File: src/rtl/cap_win_pkg.sv
package cap_win_pkg;

   typedef enum logic [1:0] {
      ACC_B1 = 2'd0,
      ACC_B2 = 2'd1,
      ACC_B4 = 2'd2,
      ACC_B8 = 2'd3
   } acc_size_e;

   // Fixed layout of the capability directory.
   localparam int unsigned HDR_OFF       = 0;
   localparam int unsigned ENT_OFF       = 16;
   localparam int unsigned ENT_PTR_OFF   = 24;
   localparam int unsigned ENT_LEN_OFF   = 28;
   localparam int unsigned CAP_MIN_BYTES = 32;
   localparam int unsigned STAT_CAP_ID   = 1;
   localparam int unsigned STAT_CAP_VER  = 1;

   function automatic int unsigned ceil_pow2(input int unsigned v);
      int unsigned p;
      p = 1;
      for (int i = 0; i < 32; i++) begin
         if (p < v) p = p << 1;
      end
      return p;
   endfunction

endpackage

File: src/rtl/cap_win_decode.sv
module cap_win_decode
   import cap_win_pkg::*;
#(
   parameter int unsigned ADDR_W     = 16,
   parameter int unsigned CAP_BYTES  = 64,
   parameter int unsigned STAT_OFF   = 128,
   parameter int unsigned STAT_BYTES = 32
) (
   input  logic [ADDR_W-1:0] addr,
   input  acc_size_e         size,
   output logic              hit_cap,
   output logic              legal
);

   localparam int unsigned WIN_BYTES = ceil_pow2(STAT_OFF + STAT_BYTES);
   localparam int unsigned STAT_END  = STAT_OFF + STAT_BYTES;

   logic [ADDR_W-1:0] lo_mask;
   logic              misaligned;
   logic              in_win;
   logic              in_stat;
   logic              narrow_reg;
   logic              too_wide;

   always_comb begin
      lo_mask    = ADDR_W'((32'd1 << size) - 32'd1);
      misaligned = |(addr & lo_mask);
      in_win     = addr < ADDR_W'(WIN_BYTES);
      hit_cap    = in_win && (addr < ADDR_W'(CAP_BYTES));
      in_stat    = in_win && (addr >= ADDR_W'(STAT_OFF)) && (addr < ADDR_W'(STAT_END));
      narrow_reg = hit_cap && (addr >= ADDR_W'(ENT_PTR_OFF))
                           && (addr < ADDR_W'(ENT_LEN_OFF + 4));
      too_wide   = narrow_reg && (size == ACC_B8);
      legal      = (hit_cap || in_stat) && !misaligned && !too_wide;
   end

endmodule

File: src/rtl/cap_win_store.sv
module cap_win_store
   import cap_win_pkg::*;
#(
   parameter int unsigned WORD_BYTES  = 8,
   parameter int unsigned CAP_BYTES   = 64,
   parameter int unsigned STAT_OFF    = 128,
   parameter int unsigned STAT_BYTES  = 32,
   parameter int unsigned CAP_VERSION = 1,
   parameter int unsigned CAP_COUNT   = 1,
   localparam int unsigned QIDX_W     = $clog2(CAP_BYTES) - 3
) (
   input  logic [QIDX_W-1:0] quad_idx,
   output logic [63:0]       quad
);

   localparam int unsigned NWORDS = CAP_BYTES / WORD_BYTES;

   function automatic logic [7:0] img_byte(input int unsigned off);
      logic [63:0] hdr;
      logic [63:0] ent;
      logic [31:0] ptr;
      logic [31:0] len;
      hdr         = '0;
      hdr[23:16]  = 8'(CAP_VERSION);
      hdr[47:32]  = 16'(CAP_COUNT);
      ent         = '0;
      ent[15:0]   = 16'(STAT_CAP_ID);
      ent[23:16]  = 8'(STAT_CAP_VER);
      ptr         = 32'(STAT_OFF);
      len         = 32'(STAT_BYTES);
      if (off >= HDR_OFF && off < HDR_OFF + 8)
         return hdr[8*(off-HDR_OFF) +: 8];
      if (off >= ENT_OFF && off < ENT_OFF + 8)
         return ent[8*(off-ENT_OFF) +: 8];
      if (off >= ENT_PTR_OFF && off < ENT_PTR_OFF + 4)
         return ptr[8*(off-ENT_PTR_OFF) +: 8];
      if (off >= ENT_LEN_OFF && off < ENT_LEN_OFF + 4)
         return len[8*(off-ENT_LEN_OFF) +: 8];
      return 8'h00;
   endfunction

   function automatic logic [8*WORD_BYTES-1:0] word_val(input int unsigned w);
      logic [8*WORD_BYTES-1:0] v;
      v = '0;
      for (int unsigned b = 0; b < WORD_BYTES; b++)
         v[8*b +: 8] = img_byte(w*WORD_BYTES + b);
      return v;
   endfunction

   logic [8*WORD_BYTES-1:0] words [NWORDS];

   for (genvar w = 0; w < NWORDS; w++) begin : g_word
      localparam logic [8*WORD_BYTES-1:0] WVAL = word_val(w);
      assign words[w] = WVAL;
   end

   if (WORD_BYTES == 8) begin : g_wide
      assign quad = words[quad_idx];
   end else begin : g_narrow
      logic [QIDX_W:0] lo_i;
      logic [QIDX_W:0] hi_i;
      assign lo_i = {quad_idx, 1'b0};
      assign hi_i = {quad_idx, 1'b1};
      assign quad = {words[hi_i], words[lo_i]};
   end

endmodule

File: src/rtl/cap_win_lane.sv
module cap_win_lane
   import cap_win_pkg::*;
(
   input  logic [63:0] quad,
   input  logic [2:0]  byte_off,
   input  acc_size_e   size,
   output logic [63:0] data
);

   logic [63:0] shifted;
   logic [3:0]  nbytes;

   assign shifted = quad >> {byte_off, 3'b000};
   assign nbytes  = 4'd1 << size;

   for (genvar i = 0; i < 8; i++) begin : g_lane
      assign data[8*i +: 8] = (4'(i) < nbytes) ? shifted[8*i +: 8] : 8'h00;
   end

endmodule

File: src/rtl/cap_window.sv
module cap_window
   import cap_win_pkg::*;
#(
   parameter int unsigned ADDR_W      = 16,
   parameter int unsigned WORD_BYTES  = 8,
   parameter int unsigned CAP_BYTES   = 64,
   parameter int unsigned STAT_OFF    = 128,
   parameter int unsigned STAT_BYTES  = 32,
   parameter int unsigned CAP_VERSION = 1,
   parameter int unsigned CAP_COUNT   = 1
) (
   input  logic              clk,
   input  logic              rst_n,
   input  logic              req_valid,
   input  logic              req_write,
   input  logic [ADDR_W-1:0] req_addr,
   input  logic [1:0]        req_size,
   output logic              rsp_valid,
   output logic              rsp_err,
   output logic [63:0]       rsp_rdata
);

   localparam int unsigned WIN_BYTES = ceil_pow2(STAT_OFF + STAT_BYTES);
   localparam int unsigned CAP_LG    = $clog2(CAP_BYTES);
   localparam int unsigned QIDX_W    = CAP_LG - 3;

   // Elaboration-time parameter checks.
   if (WORD_BYTES != 4 && WORD_BYTES != 8) begin : g_bad_word
      $error("WORD_BYTES must be 4 or 8");
   end
   if (CAP_BYTES < CAP_MIN_BYTES || (1 << CAP_LG) != CAP_BYTES) begin : g_bad_cap
      $error("CAP_BYTES must be a power of two of at least 32");
   end
   if (STAT_OFF < CAP_BYTES || (STAT_OFF % 8) != 0) begin : g_bad_soff
      $error("STAT_OFF must be 8-aligned and past the capability region");
   end
   if (STAT_BYTES == 0 || (STAT_BYTES % 8) != 0) begin : g_bad_slen
      $error("STAT_BYTES must be a non-zero multiple of 8");
   end
   if ($clog2(WIN_BYTES) >= ADDR_W) begin : g_bad_aw
      $error("ADDR_W too narrow for the window");
   end

   acc_size_e          size_e;
   logic               dec_cap;
   logic               dec_legal;
   logic [QIDX_W-1:0]  quad_idx;
   logic [63:0]        quad;
   logic [63:0]        lane_data;

   assign size_e   = acc_size_e'(req_size);
   assign quad_idx = req_addr[CAP_LG-1:3];

   cap_win_decode #(
      .ADDR_W    (ADDR_W),
      .CAP_BYTES (CAP_BYTES),
      .STAT_OFF  (STAT_OFF),
      .STAT_BYTES(STAT_BYTES)
   ) u_decode (
      .addr   (req_addr),
      .size   (size_e),
      .hit_cap(dec_cap),
      .legal  (dec_legal)
   );

   cap_win_store #(
      .WORD_BYTES (WORD_BYTES),
      .CAP_BYTES  (CAP_BYTES),
      .STAT_OFF   (STAT_OFF),
      .STAT_BYTES (STAT_BYTES),
      .CAP_VERSION(CAP_VERSION),
      .CAP_COUNT  (CAP_COUNT)
   ) u_store (
      .quad_idx(quad_idx),
      .quad    (quad)
   );

   cap_win_lane u_lane (
      .quad    (quad),
      .byte_off(req_addr[2:0]),
      .size    (size_e),
      .data    (lane_data)
   );

   always_ff @(posedge clk or negedge rst_n) begin
      if (!rst_n) begin
         rsp_valid <= 1'b0;
         rsp_err   <= 1'b0;
         rsp_rdata <= '0;
      end else begin
         rsp_valid <= req_valid;
         rsp_err   <= req_valid && !dec_legal;
         rsp_rdata <= (req_valid && !req_write && dec_legal && dec_cap) ? lane_data : '0;
      end
   end

endmodule

File: config.mk
export PLATFORM = sky130hd
export DESIGN_NAME = cap_window
export DESIGN_NICKNAME = d
export VERILOG_FILES = /design/src/rtl/cap_win_pkg.sv /design/src/rtl/cap_win_decode.sv /design/src/rtl/cap_win_store.sv /design/src/rtl/cap_win_lane.sv /design/src/rtl/cap_window.sv
export SDC_FILE = /design/constraint.sdc
export NUM_CORES = 1
export LEC_CHECK = 0
export BUFFER_PORTS_ARGS = -buffer_cell sky130_fd_sc_hd__buf_2
export CAP_MARGIN = 5
export CORE_ASPECT_RATIO = 1.1
export CORE_UTILIZATION = 38
export DETAILED_ROUTE_END_ITERATION = 6
export PLACE_DENSITY = 0.87
export SKIP_CTS_REPAIR_TIMING = 1
export SYNTH_ARGS = -nofsm -noshare
export SYNTH_HDL_FRONTEND = slang
export SYNTH_SLANG_ARGS = --single-unit
export TNS_END_PERCENT = 100
File: constraint.sdc
create_clock -name clk -period 0.8 [get_ports clk]
set_input_delay 0.08 -clock clk [delete_from_list [all_inputs] [get_ports clk]]
set_output_delay 0.08 -clock clk [all_outputs]
set_load 0.05 [all_outputs]
== Yosys cells after proc, flatten, opt, wreduce, memory -nomap -nowiden ==
Memories as Yosys holds them, arrays and structs flattened.
Cells that the tools add are included.
Cells by class
  add/sub/neg operators: 1
  multiply operators: 0
  div/mod/pow operators: 0
  magnitude comparators: 15
  equal/unequal tests: 1
  shift operators: 3
  multiplexer cells: 11
  bitwise operators: 2
  reduce and logical (&&, ||, !) cells: 18
Operators by type and width (number)
  $mux 64: 3
  $mux 8: 8
  $shr 64x6->64: 1
  $and 16x16->16: 1
  $ge 16x5->1 const B: 1
  $ge 16x8->1 const B: 1
  $lt 16x6->1 const B: 1
  $lt 16x7->1 const B: 1
  $lt 16x8->1 const B: 1
  $lt 16x9->1 const B: 1
  $lt 3x4->1 const A: 4
  $reduce_or 16->1: 1
  $shl 1x2->16 const A: 1
  $sub 16x1->16 const B: 1
  $logic_and 1x1->1: 12
  $lt 1x4->1 const A: 2
  $lt 2x4->1 const A: 2
  $ge 4x4->1 const B: 1
  $logic_not 1->1: 4
  $not 3->4: 1
  $shl 1x2->4 const A: 1
  $eq 2x2->1 const B: 1
  $logic_or 1x1->1: 1
Word-level totals
  bits in registers: 66
  bits in latches: 0
  memory bits (writable): 0
  ROM bits: 512
  input port bits: 22
  output and inout port bits: 66
  logic and storage cells: 55
  memories kept: 1
Memories
  (no name shown): depth 8, bits a word 64, rd ports 1, clocked after memory_dff 0, wr ports 0, line cap_win_store.sv:58  | assign quad = words[quad_idx];

== Depth between registers and ports, before layout ==
  depth after elaboration: 10
  mapped depth: 3
  depth with buffers taken out: 3

== By module ==
From an unflattened synthesis, not the netlist that was laid out.
Unflattened totals
  cells, all modules: 455
  area total of the unflattened synthesis: 4561.9 um2
Modules (own cells, without submodules)
  cap_window: times used 1, cells an instance 140, area each 2147.1 um2, sequential area each 1651.6 um2
  cap_win_lane: times used 1, cells an instance 228, area each 1801.7 um2, sequential area each 0.0 um2
  cap_win_store: times used 1, cells an instance 65, area each 479.2 um2, sequential area each 0.0 um2
  cap_win_decode: times used 1, cells an instance 22, area each 133.9 um2, sequential area each 0.0 um2

== Least setup slack after synthesis ==
OpenSTA, ideal clock, no wires.
  path type: input-to-reg
  start: input port req_addr[12]
  end: register rsp_rdata[0]
  setup time: 0.101 ns
  arrival time: 0.830 ns
  data required time: 0.699 ns
  setup slack: -0.131 ns
  stages on the path: 3
  path buffers: 0
  cell sequence: nor4_2 o2111ai_2 nor4_1
Between the ends
  longest elaborated chain between the ends: 10
  elaborated cells between the ends (all ways): 22
  classes of those cells: order compare (6); mux (1); bitwise (1); reduce/logical (14)
RTL lines
  start: declaration: line cap_window.sv:16  | input logic [ADDR_W-1:0] req_addr,
  $lt 16x9->1 or $lt 16x7->1 (tied branches): line cap_win_decode.sv:28, cap_win_decode.sv:29
  $logic_and 1x1->1: line cap_win_decode.sv:29  | hit_cap = in_win && (addr < ADDR_W'(CAP_BYTES));
  $logic_and 1x1->1: line cap_win_decode.sv:31  | narrow_reg = hit_cap && (addr >= ADDR_W'(ENT_PTR_OFF))
  $logic_and 1x1->1: line cap_win_decode.sv:32  | && (addr < ADDR_W'(ENT_LEN_OFF + 4));
  $logic_and 1x1->1: line cap_win_decode.sv:33  | too_wide = narrow_reg && (size == ACC_B8);
  $logic_not 1->1: line cap_win_decode.sv:34  | legal = (hit_cap || in_stat) && !misaligned && !too_wide;
  $logic_and 1x1->1: line cap_win_decode.sv:34
  $logic_and 1x1->1: line cap_window.sv:93  | rsp_rdata <= (req_valid && !req_write && dec_legal && dec_cap) ? lane_data : '0;
  $logic_and 1x1->1 *: line cap_window.sv:93
  $mux 64 *: line cap_window.sv:93
  end signal: assignment: line cap_window.sv:93
  end: declaration: line cap_window.sv:20  | output logic [63:0] rsp_rdata
Mark *: on every way between the ends. The rest lies on a longest branch, timed or not.

== Worst setup path in the final report ==
  start: register rsp_rdata[29]
  end: output port rsp_rdata[29]
No word-level cell between the ends.

==> impl_metrics.env <==
export IMPL_clkSinkCount=13
export IMPL_seq_power_share_pct=36.0
export IMPL_slowest_delay_ps=390
export IMPL_crit_family="flip-flops"
export IMPL_crit_buf_inv=1
export IMPL_wl_per_cell_um=9.25
export IMPL_cts_made_buffers=3
export IMPL_cts_root_buf="clkbuf_4"
export IMPL_fin_nets=164
export IMPL_wl_met3_um=166
export IMPL_grt_start_max_net_pins=14
export IMPL_mostFrequentLayoutCell="conb_1"
export IMPL_final_antenna_net_count=0
export IMPL_violations="negative hold slack, negative setup slack"
export IMPL_post_dp_cell_area_um2=962
export IMPL_vias_per_cell=3.74
export IMPL_ys_types=20
export IMPL_drt_total_wl_um=1580
export IMPL_yosysTopAreaCellShare_pct=44.4
export IMPL_syn_avg_cell_area_um2=9.74
export IMPL_antenna_found_initial=0
export IMPL_crit_fanout=1
export IMPL_crit_type="flop to primary output"
export IMPL_design_die_area_um2=2560
export IMPL_io_pins=88
export IMPL_multiInputGateArea_um2=477
export IMPL_syn_instance_count=92
export IMPL_cts_tree="yes"
export IMPL_status="finished, violations left"
export IMPL_wl_met2_um=932
export IMPL_worstHoldPathCells=2
export IMPL_cts_clk_slew_worst_paths_ps=70
export IMPL_period_share_pct=112
export IMPL_max_vdd_ir_drop_uv=868
export IMPL_timing_fmax_ghz=1.12
export IMPL_p_int_uw=1000
export IMPL_ys_top_cells_by_area="buf_4 44%, dfrtp_1 36%, nor4_1 4.2%"
export IMPL_final_cell_mix="59 x conb_1, 18 x buf_2, 15 x buf_6, 13 x dfrtp_1"
export IMPL_detail_route_wirelength_met1_um=464
export IMPL_firstDrtPassIters=4
export IMPL_top_layer_used="met4"
export IMPL_die_y_um=52.9
export IMPL_hp_start="req_addr[2]"
export IMPL_drtIter0Drc=3
export IMPL_grt_pass1_wl_um=1890
export IMPL_setup_tns_ps=-1020
export IMPL_ys_seq_area_share_pct=36.3
export IMPL_syn_area_um2=896
export IMPL_powerDensity_nw_per_um2=1600
export IMPL_first_global_vias=480
export IMPL_regArea_um2=325
export IMPL_place_gp_congestion=0.791
export IMPL_grt_ovfl_total=0
export IMPL_whs_ps=-15.0
export IMPL_clock_path_buffers=2
export IMPL_min_to="rsp_rdata[7]"
export IMPL_crit_arrival_ps=820
export IMPL_final_layout_size_suffix_gt1_share_pct=36.9
export IMPL_period_needed_ps=896
export IMPL_rows=18
export IMPL_n_antenna_cell=0
export IMPL_yosysTopAreaCell="buf_4"
export IMPL_swShare_pct=47.7
export IMPL_totalPowerFinal_uw=1910
export IMPL_slowest_stage="dfrtp_1"
export IMPL_yosys_warnings=0
export IMPL_port_buffers=34
export IMPL_fillers=199
export IMPL_p_leak_uw=0.000615
export IMPL_finalSetupViolCount=15
export IMPL_p_comb_share_pct=44.5
export IMPL_fin_util_pct=53.5
export IMPL_end_kind="primary output"
export IMPL_final_cells=171
export IMPL_hold_class="input pin to flop"
export IMPL_cp_required_ps=720
export IMPL_grt_usage_pct=10.5
export IMPL_htree_levels=1
export IMPL_dp_hpwl_um=1180
export IMPL_chipWidth_um=48.3
export IMPL_num_vias=640
export IMPL_rsz0062_at_grt="true"
export IMPL_synthToLayoutAreaGrowth_pct=33.2
export IMPL_core_um2=2230
export IMPL_initial_core_util_pct=40.2
export IMPL_place_inst=163
export IMPL_worst_slack_ps=-96.4
export IMPL_drv_slew=0
export IMPL_drv_cap=0
export IMPL_worstPathCellList="buf_6"
export IMPL_final_cell_area_um2=1190
export IMPL_critPathLaunchType="flop"
export IMPL_drc_errors=0
export IMPL_hold_viol_final=1
export IMPL_synth_seq_cells=13
export IMPL_power_switching_uw=913
export IMPL_clkPwrFrac_pct=19.5
final cells by class:
| cell class | count | share of cell area [%] |
|---|---|---|
| Clock buffer | 4 | 2.20 |
| Tap cell | 30 | 3.14 |
| Timing Repair Buffer | 40 | 27.1 |
| Sequential cell | 13 | 27.3 |
| Multi-Input combinational cell | 83 | 39.9 |
| Inverter | 1 | 0.314 |
kinds of logic (layout without fill, tap and decap cells):
logic type,count (synthesis),after routing,share of synthesized area [%]
flops,13,13,36.3
simple gates,18,18,12.7
xor+xnor,1,1,0.978
buf+inv,54,45,44.8
other cells,1,59,0.419
compound gates,5,5,4.75
layer usage:
layer	global-route usage (%)	vias up
met5	0	-
met4	5.56	0
met3	1.71	2
met2	18.7	54
met1	11.3	290
li1	-	294
synthesized netlist by cell type, drive strengths merged:
cell	number
buf	53
dfrtp	13
nor4	7
nand2	2
nand3	2
nor2	2
a22oi	1
and3b	1
conb	1
inv	1
nand3b	1
nand4	1
nand4bb	1
nor3	1
o2111ai	1
o211ai	1
o21a	1
o21ai	1
xnor2	1
worst max-delay path by stage:
stage	to	start	depth (start not counted)
2_1_floorplan	rsp_rdata[7]	req_addr[12]	3
3_3_place_gp	rsp_rdata[7]	req_addr[12]	4
3_5_place_dp	rsp_rdata[7]	req_addr[12]	4
4_1_cts	rsp_valid	rsp_valid	1
5_1_grt	rsp_rdata[29]	rsp_rdata[29]	1
6_report	rsp_rdata[29]	rsp_rdata[29]	1
power by group through the flow:
stage | logic [uW] | clock network, uW | registers, uW
after floorplan | 784 | 0 | 771
after global placement | 774 | 0 | 694
final | 852 | 374 | 688
after CTS | 777 | 393 | 681
after global routing | 894 | 433 | 691
after detailed placement | 776 | 0 | 694
sequential cells by signal (all words and copies together) (netlist names):
name	count
rsp_valid	1
rsp_err	1
rsp_rdata	11
through the flow:
| stage | hold WS, ps | worst slack (ps) |
|---|---|---|
| after floorplan | -216 | -88.3 |
| after global placement | -37.5 | -260 |
| after detailed placement | -27.9 | -290 |
| after CTS | -319 | -148 |
| after global routing | -22.5 | -138 |
| final | -15.0 | -96.4 |
(Power assumes the default switching activity.)
